[src/rtl/eep_ptr_pkg.sv]
package eep_ptr_pkg;

    typedef enum logic [2:0] {
        OP_IDLE,
        OP_ABORT,
        OP_COMMIT,
        OP_LOAD,
        OP_WRITE,
        OP_READ
    } op_e;

    typedef struct packed {
        logic ld;
        logic wr;
        logic rd;
        logic commit;
        logic abort;
    } strobe_t;

    // Offset width inside one page: small array uses 8-byte pages.
    function automatic int page_ofs_bits(int addr_w);
        return (addr_w <= 8) ? 3 : 4;
    endfunction

    // One operation per idle cycle, fixed priority.
    function automatic op_e pick_op(strobe_t s, logic busy, logic buf_empty);
        if (busy)                      return OP_IDLE;
        if (s.abort)                   return OP_ABORT;
        if (s.commit && !buf_empty)    return OP_COMMIT;
        if (s.ld)                      return OP_LOAD;
        if (s.wr)                      return OP_WRITE;
        if (s.rd)                      return OP_READ;
        return OP_IDLE;
    endfunction

endpackage

[src/rtl/eep_addr_ptr.sv]
module eep_addr_ptr
    import eep_ptr_pkg::*;
#(
    parameter int ADDR_W = 8,
    parameter int OFS_W  = 3
) (
    input  logic              clk,
    input  logic              rst,
    input  op_e               op,
    input  logic [ADDR_W-1:0] ld_addr,
    output logic [ADDR_W-1:0] ptr
);

    logic [ADDR_W-1:0] ptr_q;
    logic [ADDR_W-1:0] ptr_page_step;
    logic [ADDR_W-1:0] ptr_array_step;

    // Write direction: offset bits wrap inside the page.
    always_comb begin
        ptr_page_step = {ptr_q[ADDR_W-1:OFS_W], ptr_q[OFS_W-1:0] + 1'b1};
    end

    // Read direction: whole pointer wraps over the array.
    always_comb begin
        ptr_array_step = ptr_q + 1'b1;
    end

    always_ff @(posedge clk) begin
        if (rst) begin
            ptr_q <= '0;
        end else begin
            case (op)
                OP_LOAD:  ptr_q <= ld_addr;
                OP_WRITE: ptr_q <= ptr_page_step;
                OP_READ:  ptr_q <= ptr_array_step;
                default:  ptr_q <= ptr_q;
            endcase
        end
    end

    assign ptr = ptr_q;

endmodule

[src/rtl/eep_page_buf.sv]
module eep_page_buf
    import eep_ptr_pkg::*;
#(
    parameter int ADDR_W     = 8,
    parameter int OFS_W      = 3,
    parameter int PAGE_BYTES = 8
) (
    input  logic                    clk,
    input  logic                    rst,
    input  op_e                     op,
    input  logic [ADDR_W-1:0]       ptr,
    input  logic [7:0]              wr_data,
    input  logic                    cycle_done,
    input  logic [OFS_W-1:0]        sel_ofs,
    output logic                    empty,
    output logic [ADDR_W-OFS_W-1:0] page_tag,
    output logic [7:0]              sel_data,
    output logic                    sel_vld
);

    logic [7:0]              lane_data [PAGE_BYTES];
    logic [PAGE_BYTES-1:0]   lane_vld;
    logic [ADDR_W-OFS_W-1:0] tag_q;
    logic                    clear;

    assign clear = (op == OP_ABORT) || (op == OP_LOAD) || cycle_done;

    for (genvar i = 0; i < PAGE_BYTES; i++) begin : g_lane
        logic [7:0] byte_q;
        logic       vld_q;
        logic       hit;

        assign hit = (op == OP_WRITE) && (ptr[OFS_W-1:0] == OFS_W'(i));

        always_ff @(posedge clk) begin
            if (rst) begin
                byte_q <= '0;
                vld_q  <= 1'b0;
            end else if (clear) begin
                vld_q  <= 1'b0;
            end else if (hit) begin
                byte_q <= wr_data;
                vld_q  <= 1'b1;
            end
        end

        assign lane_data[i] = byte_q;
        assign lane_vld[i]  = vld_q;
    end

    // Page of the pending write is fixed by the first buffered byte.
    always_ff @(posedge clk) begin
        if (rst) begin
            tag_q <= '0;
        end else if ((op == OP_WRITE) && (lane_vld == '0)) begin
            tag_q <= ptr[ADDR_W-1:OFS_W];
        end
    end

    assign empty    = (lane_vld == '0);
    assign page_tag = tag_q;
    assign sel_data = lane_data[sel_ofs];
    assign sel_vld  = lane_vld[sel_ofs];

endmodule

[src/rtl/eep_wr_timer.sv]
module eep_wr_timer
    import eep_ptr_pkg::*;
#(
    parameter int BUSY_CYCLES = 24,
    parameter int PAGE_BYTES  = 8,
    parameter int OFS_W       = 3
) (
    input  logic             clk,
    input  logic             rst,
    input  op_e              op,
    output logic             busy,
    output logic             cycle_done,
    output logic             scan_act,
    output logic [OFS_W-1:0] scan_ofs
);

    localparam int CNT_W = $clog2(BUSY_CYCLES + 1);

    logic             busy_q;
    logic [CNT_W-1:0] cnt_q;
    logic             last;

    assign last = busy_q && (cnt_q == CNT_W'(BUSY_CYCLES - 1));

    always_ff @(posedge clk) begin
        if (rst) begin
            busy_q <= 1'b0;
            cnt_q  <= '0;
        end else if (op == OP_COMMIT) begin
            busy_q <= 1'b1;
            cnt_q  <= '0;
        end else if (last) begin
            busy_q <= 1'b0;
            cnt_q  <= '0;
        end else if (busy_q) begin
            cnt_q  <= cnt_q + 1'b1;
        end
    end

    assign busy       = busy_q;
    assign cycle_done = last;
    assign scan_act   = busy_q && (cnt_q < CNT_W'(PAGE_BYTES));
    assign scan_ofs   = cnt_q[OFS_W-1:0];

endmodule

[src/rtl/eep_array.sv]
module eep_array #(
    parameter int ADDR_W = 8
) (
    input  logic              clk,
    input  logic              we,
    input  logic [ADDR_W-1:0] waddr,
    input  logic [7:0]        wdata,
    input  logic [ADDR_W-1:0] raddr,
    output logic [7:0]        rdata
);

    localparam int DEPTH = 1 << ADDR_W;

    logic [7:0] cells [DEPTH];

    always_ff @(posedge clk) begin
        if (we) begin
            cells[waddr] <= wdata;
        end
    end

    assign rdata = cells[raddr];

endmodule

[src/rtl/eep_wordptr_pagebuf.sv]
module eep_wordptr_pagebuf
    import eep_ptr_pkg::*;
#(
    parameter int ADDR_W       = 8,
    parameter int WRITE_CYCLES = 24
) (
    input  logic              clk,
    input  logic              rst,
    input  logic              ld_en,
    input  logic [ADDR_W-1:0] ld_addr,
    input  logic              wr_en,
    input  logic [7:0]        wr_data,
    input  logic              rd_adv,
    input  logic              commit,
    input  logic              abort,
    output logic [ADDR_W-1:0] rd_addr,
    output logic [7:0]        rd_data,
    output logic              busy,
    output logic              arr_we,
    output logic [ADDR_W-1:0] arr_waddr,
    output logic [7:0]        arr_wdata
);

    localparam int OFS_W       = page_ofs_bits(ADDR_W);
    localparam int PAGE_BYTES  = 1 << OFS_W;
    localparam int BUSY_CYCLES = (WRITE_CYCLES > PAGE_BYTES) ? WRITE_CYCLES : PAGE_BYTES;

    strobe_t                 strobes;
    op_e                     op;
    logic [ADDR_W-1:0]       ptr;
    logic                    buf_empty;
    logic [ADDR_W-OFS_W-1:0] page_tag;
    logic [7:0]              sel_data;
    logic                    sel_vld;
    logic                    busy_i;
    logic                    cycle_done;
    logic                    scan_act;
    logic [OFS_W-1:0]        scan_ofs;

    assign strobes = '{ld: ld_en, wr: wr_en, rd: rd_adv, commit: commit, abort: abort};

    always_comb begin
        op = pick_op(strobes, busy_i, buf_empty);
    end

    eep_addr_ptr #(
        .ADDR_W (ADDR_W),
        .OFS_W  (OFS_W)
    ) u_ptr (
        .clk     (clk),
        .rst     (rst),
        .op      (op),
        .ld_addr (ld_addr),
        .ptr     (ptr)
    );

    eep_page_buf #(
        .ADDR_W     (ADDR_W),
        .OFS_W      (OFS_W),
        .PAGE_BYTES (PAGE_BYTES)
    ) u_buf (
        .clk        (clk),
        .rst        (rst),
        .op         (op),
        .ptr        (ptr),
        .wr_data    (wr_data),
        .cycle_done (cycle_done),
        .sel_ofs    (scan_ofs),
        .empty      (buf_empty),
        .page_tag   (page_tag),
        .sel_data   (sel_data),
        .sel_vld    (sel_vld)
    );

    eep_wr_timer #(
        .BUSY_CYCLES (BUSY_CYCLES),
        .PAGE_BYTES  (PAGE_BYTES),
        .OFS_W       (OFS_W)
    ) u_timer (
        .clk        (clk),
        .rst        (rst),
        .op         (op),
        .busy       (busy_i),
        .cycle_done (cycle_done),
        .scan_act   (scan_act),
        .scan_ofs   (scan_ofs)
    );

    assign arr_we    = scan_act && sel_vld;
    assign arr_waddr = {page_tag, scan_ofs};
    assign arr_wdata = sel_data;

    eep_array #(
        .ADDR_W (ADDR_W)
    ) u_array (
        .clk   (clk),
        .we    (arr_we),
        .waddr (arr_waddr),
        .wdata (arr_wdata),
        .raddr (ptr),
        .rdata (rd_data)
    );

    assign rd_addr = ptr;
    assign busy    = busy_i;

endmodule

[config.mk]
export PLATFORM = sky130hd
export DESIGN_NAME = eep_wordptr_pagebuf
export DESIGN_NICKNAME = d
export VERILOG_FILES = /design/src/rtl/eep_ptr_pkg.sv /design/src/rtl/eep_addr_ptr.sv /design/src/rtl/eep_page_buf.sv /design/src/rtl/eep_wr_timer.sv /design/src/rtl/eep_array.sv /design/src/rtl/eep_wordptr_pagebuf.sv
export SDC_FILE = /design/constraint.sdc
export NUM_CORES = 2
export LEC_CHECK = 0
export BUFFER_PORTS_ARGS = -buffer_cell sky130_fd_sc_hd__buf_2
export CORE_UTILIZATION = 46
export CTS_CLUSTER_DIAMETER = 80
export DETAILED_ROUTE_END_ITERATION = 16
export GPL_ROUTABILITY_DRIVEN = 0
export HOLD_SLACK_MARGIN = 0.03
export SETUP_SLACK_MARGIN = 0.02
export SLEW_MARGIN = 5
export SYNTH_ARGS = -nofsm -noshare
export SYNTH_HDL_FRONTEND = slang
export SYNTH_SLANG_ARGS = --single-unit
[constraint.sdc]
create_clock -name clk -period 7.3 [get_ports clk]
set_clock_uncertainty 0.2 [all_clocks]
set_input_delay 0.73 -clock clk [delete_from_list [all_inputs] [get_ports clk]]
set_output_delay 0.73 -clock clk [all_outputs]
set_load 0.01 [all_outputs]
==> Yosys cells after proc, flatten, opt, wreduce, memory -nomap -nowiden <==
Memories as Yosys holds them, arrays and structs flattened.
Cells that the tools add are included.
W data, S select, Z words.
{ "op_classes": {"n_addsub": 3, "order_cmp": 3, "eq_ne": 13, "muxes": 44, "reduce_logical": 32, "bitwise_logic": 3} }
{ "op_table": {"columns": ["operator", "n"], "rows": [
  ["$mux W3", 13],
  ["$mux W1", 26],
  ["$bmux W8 S3", 1],
  ["$pmux W8 S3", 1],
  ["$eq A3 B3 Y1 const B", 6],
  ["$reduce_and A2 Y1", 9],
  ["$mux W8", 2],
  ["$logic_and A1 B1 Y1", 13],
  ["$eq A3 B2 Y1 const B", 4],
  ["$add A8 B1 Y8 const B", 1],
  ["$logic_not A8 Y1", 1],
  ["$eq A3 B1 Y1 const B", 2],
  ["$add A5 B1 Y5 const B", 1],
  ["$eq A5 B5 Y1 const B", 1],
  ["$lt A5 B4 Y1 const B", 1],
  ["$ge A4 B4 Y1 const B", 1],
  ["$lt A3 B4 Y1 const B", 1],
  ["$not A3 Y4", 1],
  ["$reduce_bool A2 Y1", 2],
  ["$add A3 B1 Y3 const B", 1],
  ["$bmux W1 S3", 1],
  ["$logic_not A3 Y1", 1],
  ["$reduce_bool A3 Y1", 1],
  ["$reduce_or A3 Y1", 1],
  ["4 further kinds", 6]
]} }
{ "totals": {"memories": 1, "ramBits": 2048, "ff_bits": 91, "word_cells": 120} }
{ "memory_table": {"columns": ["memory", "depth", "word_bits", "rd", "rd_ports_with_merged_regs", "write_ports", "line", "source"], "rows": [
  ["u_array.cells", 256, 8, 1, 0, 1, "eep_array.sv:14", "logic [7:0] cells [DEPTH];"]
]} }

==> Longest topological paths before layout <==
{ "logic_depth": {"word_depth": 29, "depth_mapped": 12, "mapped_depth_nobuf": 6} }

==> Modules after synthesis <==
Synthesis repeated with hierarchy kept, for this count alone.
{ "hier_totals": {"cells_unflattened": 4152, "area_unflattened_um2": 83896.7} }
{ "by_module_without_submodules": {"columns": ["module", "area_each_um2", "instances", "cells_per_inst"], "rows": [
  ["eep_array", 79396.1, 1, 3725],
  ["eep_page_buf", 3553.4, 1, 317],
  ["eep_addr_ptr", 565.5, 1, 66],
  ["eep_wr_timer", 309.0, 1, 34],
  ["eep_wordptr_pagebuf", 72.6, 1, 10]
]} }

==> Least setup slack after synthesis <==
OpenSTA, ideal clock, no wires.
{ "synth_path": {"path_type": "reg2out", "startpoint": "register u_timer.cnt_q[0]", "endpoint": "output port arr_wdata[1]", "required_ns": 6.370, "path_slack_ns": 2.995, "n_path_buf": 2, "arrival_ns": 3.375, "stages_incl_launch_ff": 5, "cell_sequence": "dfxtp_1 -> buf_2 -> clkbuf_1 -> mux4_2 -> mux2_2"} }
{ "synth_between": {"elab_chain_cells": 4} }
{ "synth_lines": {"columns": ["element", "line", "source"], "rows": [
  ["start, declared", "eep_wr_timer.sv:20", "logic [CNT_W-1:0] cnt_q;"],
  ["start signal, assigned", "eep_wr_timer.sv:36", "cnt_q <= cnt_q + 1'b1;"],
  ["$not A3 Y4 (not written as such)", "eep_page_buf.sv:62", "assign sel_data = lane_data[sel_ofs];"],
  ["$bmux W8 S3", "eep_page_buf.sv:62", null],
  ["$mux W8 (not written as such) (2 in series)", "eep_page_buf.sv:62", null],
  ["end, declared", "eep_wordptr_pagebuf.sv:21", "output logic [7:0] arr_wdata"]
]} }
No other way between the ends. The select of a mux whose other input is x is not followed.

==> Worst setup path in the final report <==
{ "layout_path": {"startpoint": "register u_ptr.ptr_q[0], in the netlist u_ptr.ptr[0]", "endpoint": "output port rd_data[4]"} }
{ "layout_between": {"elab_chain_cells": 1} }
{ "layout_lines": {"columns": ["element", "line", "source"], "rows": [
  ["start, declared", "eep_addr_ptr.sv:14", "logic [ADDR_W-1:0] ptr_q;"],
  ["start signal, assigned", "eep_addr_ptr.sv:33", "OP_LOAD: ptr_q <= ld_addr;"],
  ["start signal, assigned", "eep_addr_ptr.sv:34", "OP_WRITE: ptr_q <= ptr_page_step;"],
  ["start signal, assigned", "eep_addr_ptr.sv:35", "OP_READ: ptr_q <= ptr_array_step;"],
  ["$mem_v2 Z256 W8", null, null],
  ["end, declared", "eep_wordptr_pagebuf.sv:17", "output logic [7:0] rd_data,"]
]} }
No other way between the ends.

==> summary.md <==
| Metric | Value |
|---|---|
| Status | completed |
| Detailed Place HPWL | 136,000 um |
| R2R depth | 6 |
| DR vias | approximately 43,000 |
| RSZ-0062 raised after global routing | false |
| Final Hold Fails | 0 |
| Fin worst setup slack | around 1.1 ns |
| Metal2 WL | 109,000 um |
| Root Driver | clkbuf_16 |
| Layout cell share with drive strength beyond 1 | 0.210 |
| Layout Cell Area excl Fill | roughly 0.094 mm2 |
| Setup TNS | 0 ns |
| First-pass GRT wire length | ~330,000 um |
| Synth area leaders | edfxtp_1, mux4_2, mux2i_1 |
| Fin crit share | 0.849 |
| Post-synth top area share | 0.736 |
| Htree depth | 4 |
| WHS Path Cells | 3 |
| CP endpoint kind | primary output |
| Die Y | approximately 430 um |
| Netlist cell types | 74 |
| Avg Synthesized Cell Area | between 15 and 20 um2 |
| Placed Cells | 6,498 |
| Initial DRC Count | approximately 5,800 |
| Placed Instance Area | 0.0866 mm2 |
| Cts bufs inserted | about 220 |
| Crit-path max FO | 59 |
| Die area | approximately 0.18 mm2 |
| Max layer used | met4 |
| Critical path arrival | roughly 5.3 ns |
| Longest Clk Path Bufs | 3 |
| Rows | 156 |
| Clk sinks | 2,139 |
| Clock latency on the worst-skew pair | roughly 0.85 ns |
| CTS tree | built |
| Max-slew violations | 0 |
| WL met3 | between 20,000 and 25,000 um |
| Cell count after synthesis | about 4,300 |
| Synth-to-Final Area Change | 12.2% |
| Leak pwr | ~28 nW |
| Tightest Pin Transition | 1.37 ns |
| Max Clk Rate | 161 MHz |
| Wl on met1 | about 94,000 um |
| Post-Layout Cell Count | between 6,000 and 7,000 |
| Starting Density | 0.463 |
| Total wire length | between 200,000 and 250,000 um |
| Die W | between 400 and 500 um |
| Nets | between 4,000 and 5,000 |
| Pre-CTS setup slack | roughly 1.9 ns |
| # IOs | 57 |
| Most frequent cells in the layout | edfxtp_1, mux4_2, nor2_1, mux2i_1, clkbuf_16 |
| CTS clk-pin slew, worst paths | around 0.06 ns |
| Total Power | around 26 mW |
| DR pass1 iterations | 6 |
| Post-synthesis sequential area ratio | 0.758 |
| Leading cell type in the layout, fill and taps excluded | edfxtp_1 |
| Req. time, crit path | around 6.4 ns |
| Pwr/cell area | about 280 mW/mm2 |
| Largest net degree at the start of global routing | between 150 and 200 |
| Slew headroom | 0.0803 |
| Max VDD drop | ~190 uV |
| Top FF cell, synth | edfxtp_1 |
| Number of max-cap violations | 0 |
| Ys async rst share | 0 |
| Antenna violations before repair | 5 |
| Number of synthesized flops with an enable pin | roughly 2,000 |
| Net count after synthesis | 4,284 |
| Fin crit period | between 6 and 7 ns |
| Vias per cell | 6.26 |
| DR WL/cell | around 33 um |
| Finish-stage setup viols | 0 |
| Hold Path Class | in2reg |
| Vias in the first global route | 42,917 |
| DRC violations left | 0 |
| Cts repair resizes | 0 |
| Synthesis-stage register bit count | approximately 2,100 |
| Synth area leader | edfxtp_1 |
| Syn. warnings | 0 |
| Setup CP Type | reg2out |
| GRT Overall Usage | 0.250 |
| DRT antenna net count | 0 |
| Overflow after GRT | 0 |
| Core area | 0.181 mm2 |
| PortBufs | between 50 and 60 |
| Syn Std Cell Area | 0.0836 mm2 |
| CP Launch Type | flip-flop |
-- layer usage --
layer,track usage,up-vias
met1,0.357,23077
met2,0.391,2146
met4,0.0744,0
met5,0,-
li1,-,17690
met3,0.0492,344
-- logic make-up after synthesis --
group,count (synthesis),share of synthesized area
xor+xnor,5,0.000524
fa+ha+maj,10,0.00150
mux,703,0.149
compound gates,477,0.0412
buf+inv,300,0.0190
simple gates,617,0.0309
flops,2139,0.758
-- what timing repair did --
action / CTS / global route
buffers inserted: 0 / 0
hold buffers: 9 / 0
hold endpoints to repair: 60 / 0
-- Yosys cell counts (all sizes together), types with 3 or more instances --
| library cell | number |
|---|---|
| and2 | 9 |
| or4 | 3 |
| or3 | 5 |
| o311ai | 3 |
| mux4 | 432 |
| o211ai | 3 |
| xor2 | 3 |
| nand2 | 137 |
| nand2b | 6 |
| nor3 | 10 |
| nand3b | 3 |
| o31ai | 4 |
| nand3 | 73 |
| ha | 10 |
| a32oi | 3 |
| inv | 16 |
| a311oi | 5 |
| a21oi | 109 |
| mux2i | 251 |
| a211o | 10 |
| a221oi | 45 |
| a41oi | 3 |
| clkbuf | 146 |
| nor2b | 14 |
| a221o | 6 |
| nand4 | 4 |
| o22ai | 25 |
| buf | 137 |
| mux2 | 20 |
| o32ai | 4 |
| and3 | 3 |
| a22o | 26 |
| nor2 | 341 |
| edfxtp | 2048 |
| o221ai | 62 |
| a211oi | 32 |
| or2 | 3 |
| a22oi | 71 |
| dfxtp | 91 |
| o21ai | 36 |
| a2111oi | 5 |
| a31oi | 8 |
-- power by group --
part / internal, mW / leakage [nW] / switching, mW
Combinational: 0.600 / 6.02 / 1.02
Sequential: 13.4 / 19.0 / 0.0400
Clock: 6.30 / 3.41 / 4.75
Total: 20.3 / 28.4 / 5.81
-- per-stage QoR --
stage,util,hold WS (ns)
3_5_place_dp,0.480,0.246
4_1_cts,0.519,0.0309
5_1_grt,0.519,0.0529
2_1_floorplan,-,0.231
3_3_place_gp,0.480,0.239
6_report,0.519,0.0841
-- worst paths after layout --
path | slack, ns | end | from
hold reg to reg | 0.25 | u_buf.g_lane[2].byte_q[4]$_SDFFE_PP0P_ | u_buf.g_lane[2].byte_q[4]$_SDFFE_PP0P_
setup / recovery | 1.10 | rd_data[4] | u_ptr.ptr[0]$_SDFFE_PP0P_
setup reg to reg | 2.07 | u_array.cells[175][7]$_DFFE_PP_ | u_timer.cnt_q[0]$_SDFFE_PP0P_
hold / removal | 0.08 | u_ptr.ptr[6]$_SDFFE_PP0P_ | ld_addr[6]
-- worst max-delay path, cell delays in order, from the launching register on --
cell and delay, ns:
dfxtp_4 1.03, buf_12 0.44, mux4_2 0.63, a22o_1 0.21
a211oi_1 0.25, a211oi_1 0.12, a211oi_1 0.99, a2bb2o_2 0.41
buf_2 0.15
-- sequential cells by signal, summed over array words and instances (netlist names) --
| signal | count |
|---|---|
| u_array.cells | 2048 |
| u_buf.g_lane.byte_q | 64 |
| u_buf.g_lane.vld_q | 8 |
| u_ptr.ptr | 8 |
| u_buf.page_tag | 5 |
| u_timer.cnt_q | 5 |
| u_timer.busy | 1 |
-- area by class of cell --
| class | count | area, um2 |
|---|---|---|
| Fill cell | 14102 | 86800 |
| Sequential cell | 2139 | 63300 |
| Multi-Input combinational cell | 1812 | 18900 |
| Clock buffer | 274 | 5640 |
| Tap cell | 2370 | 2970 |
| Clock inverter | 124 | 1420 |
| Timing Repair Buffer | 169 | 1410 |
| Inverter | 17 | 65.1 |
| Antenna cell | 2 | 5.00 |
(Power assumes the default switching activity.)
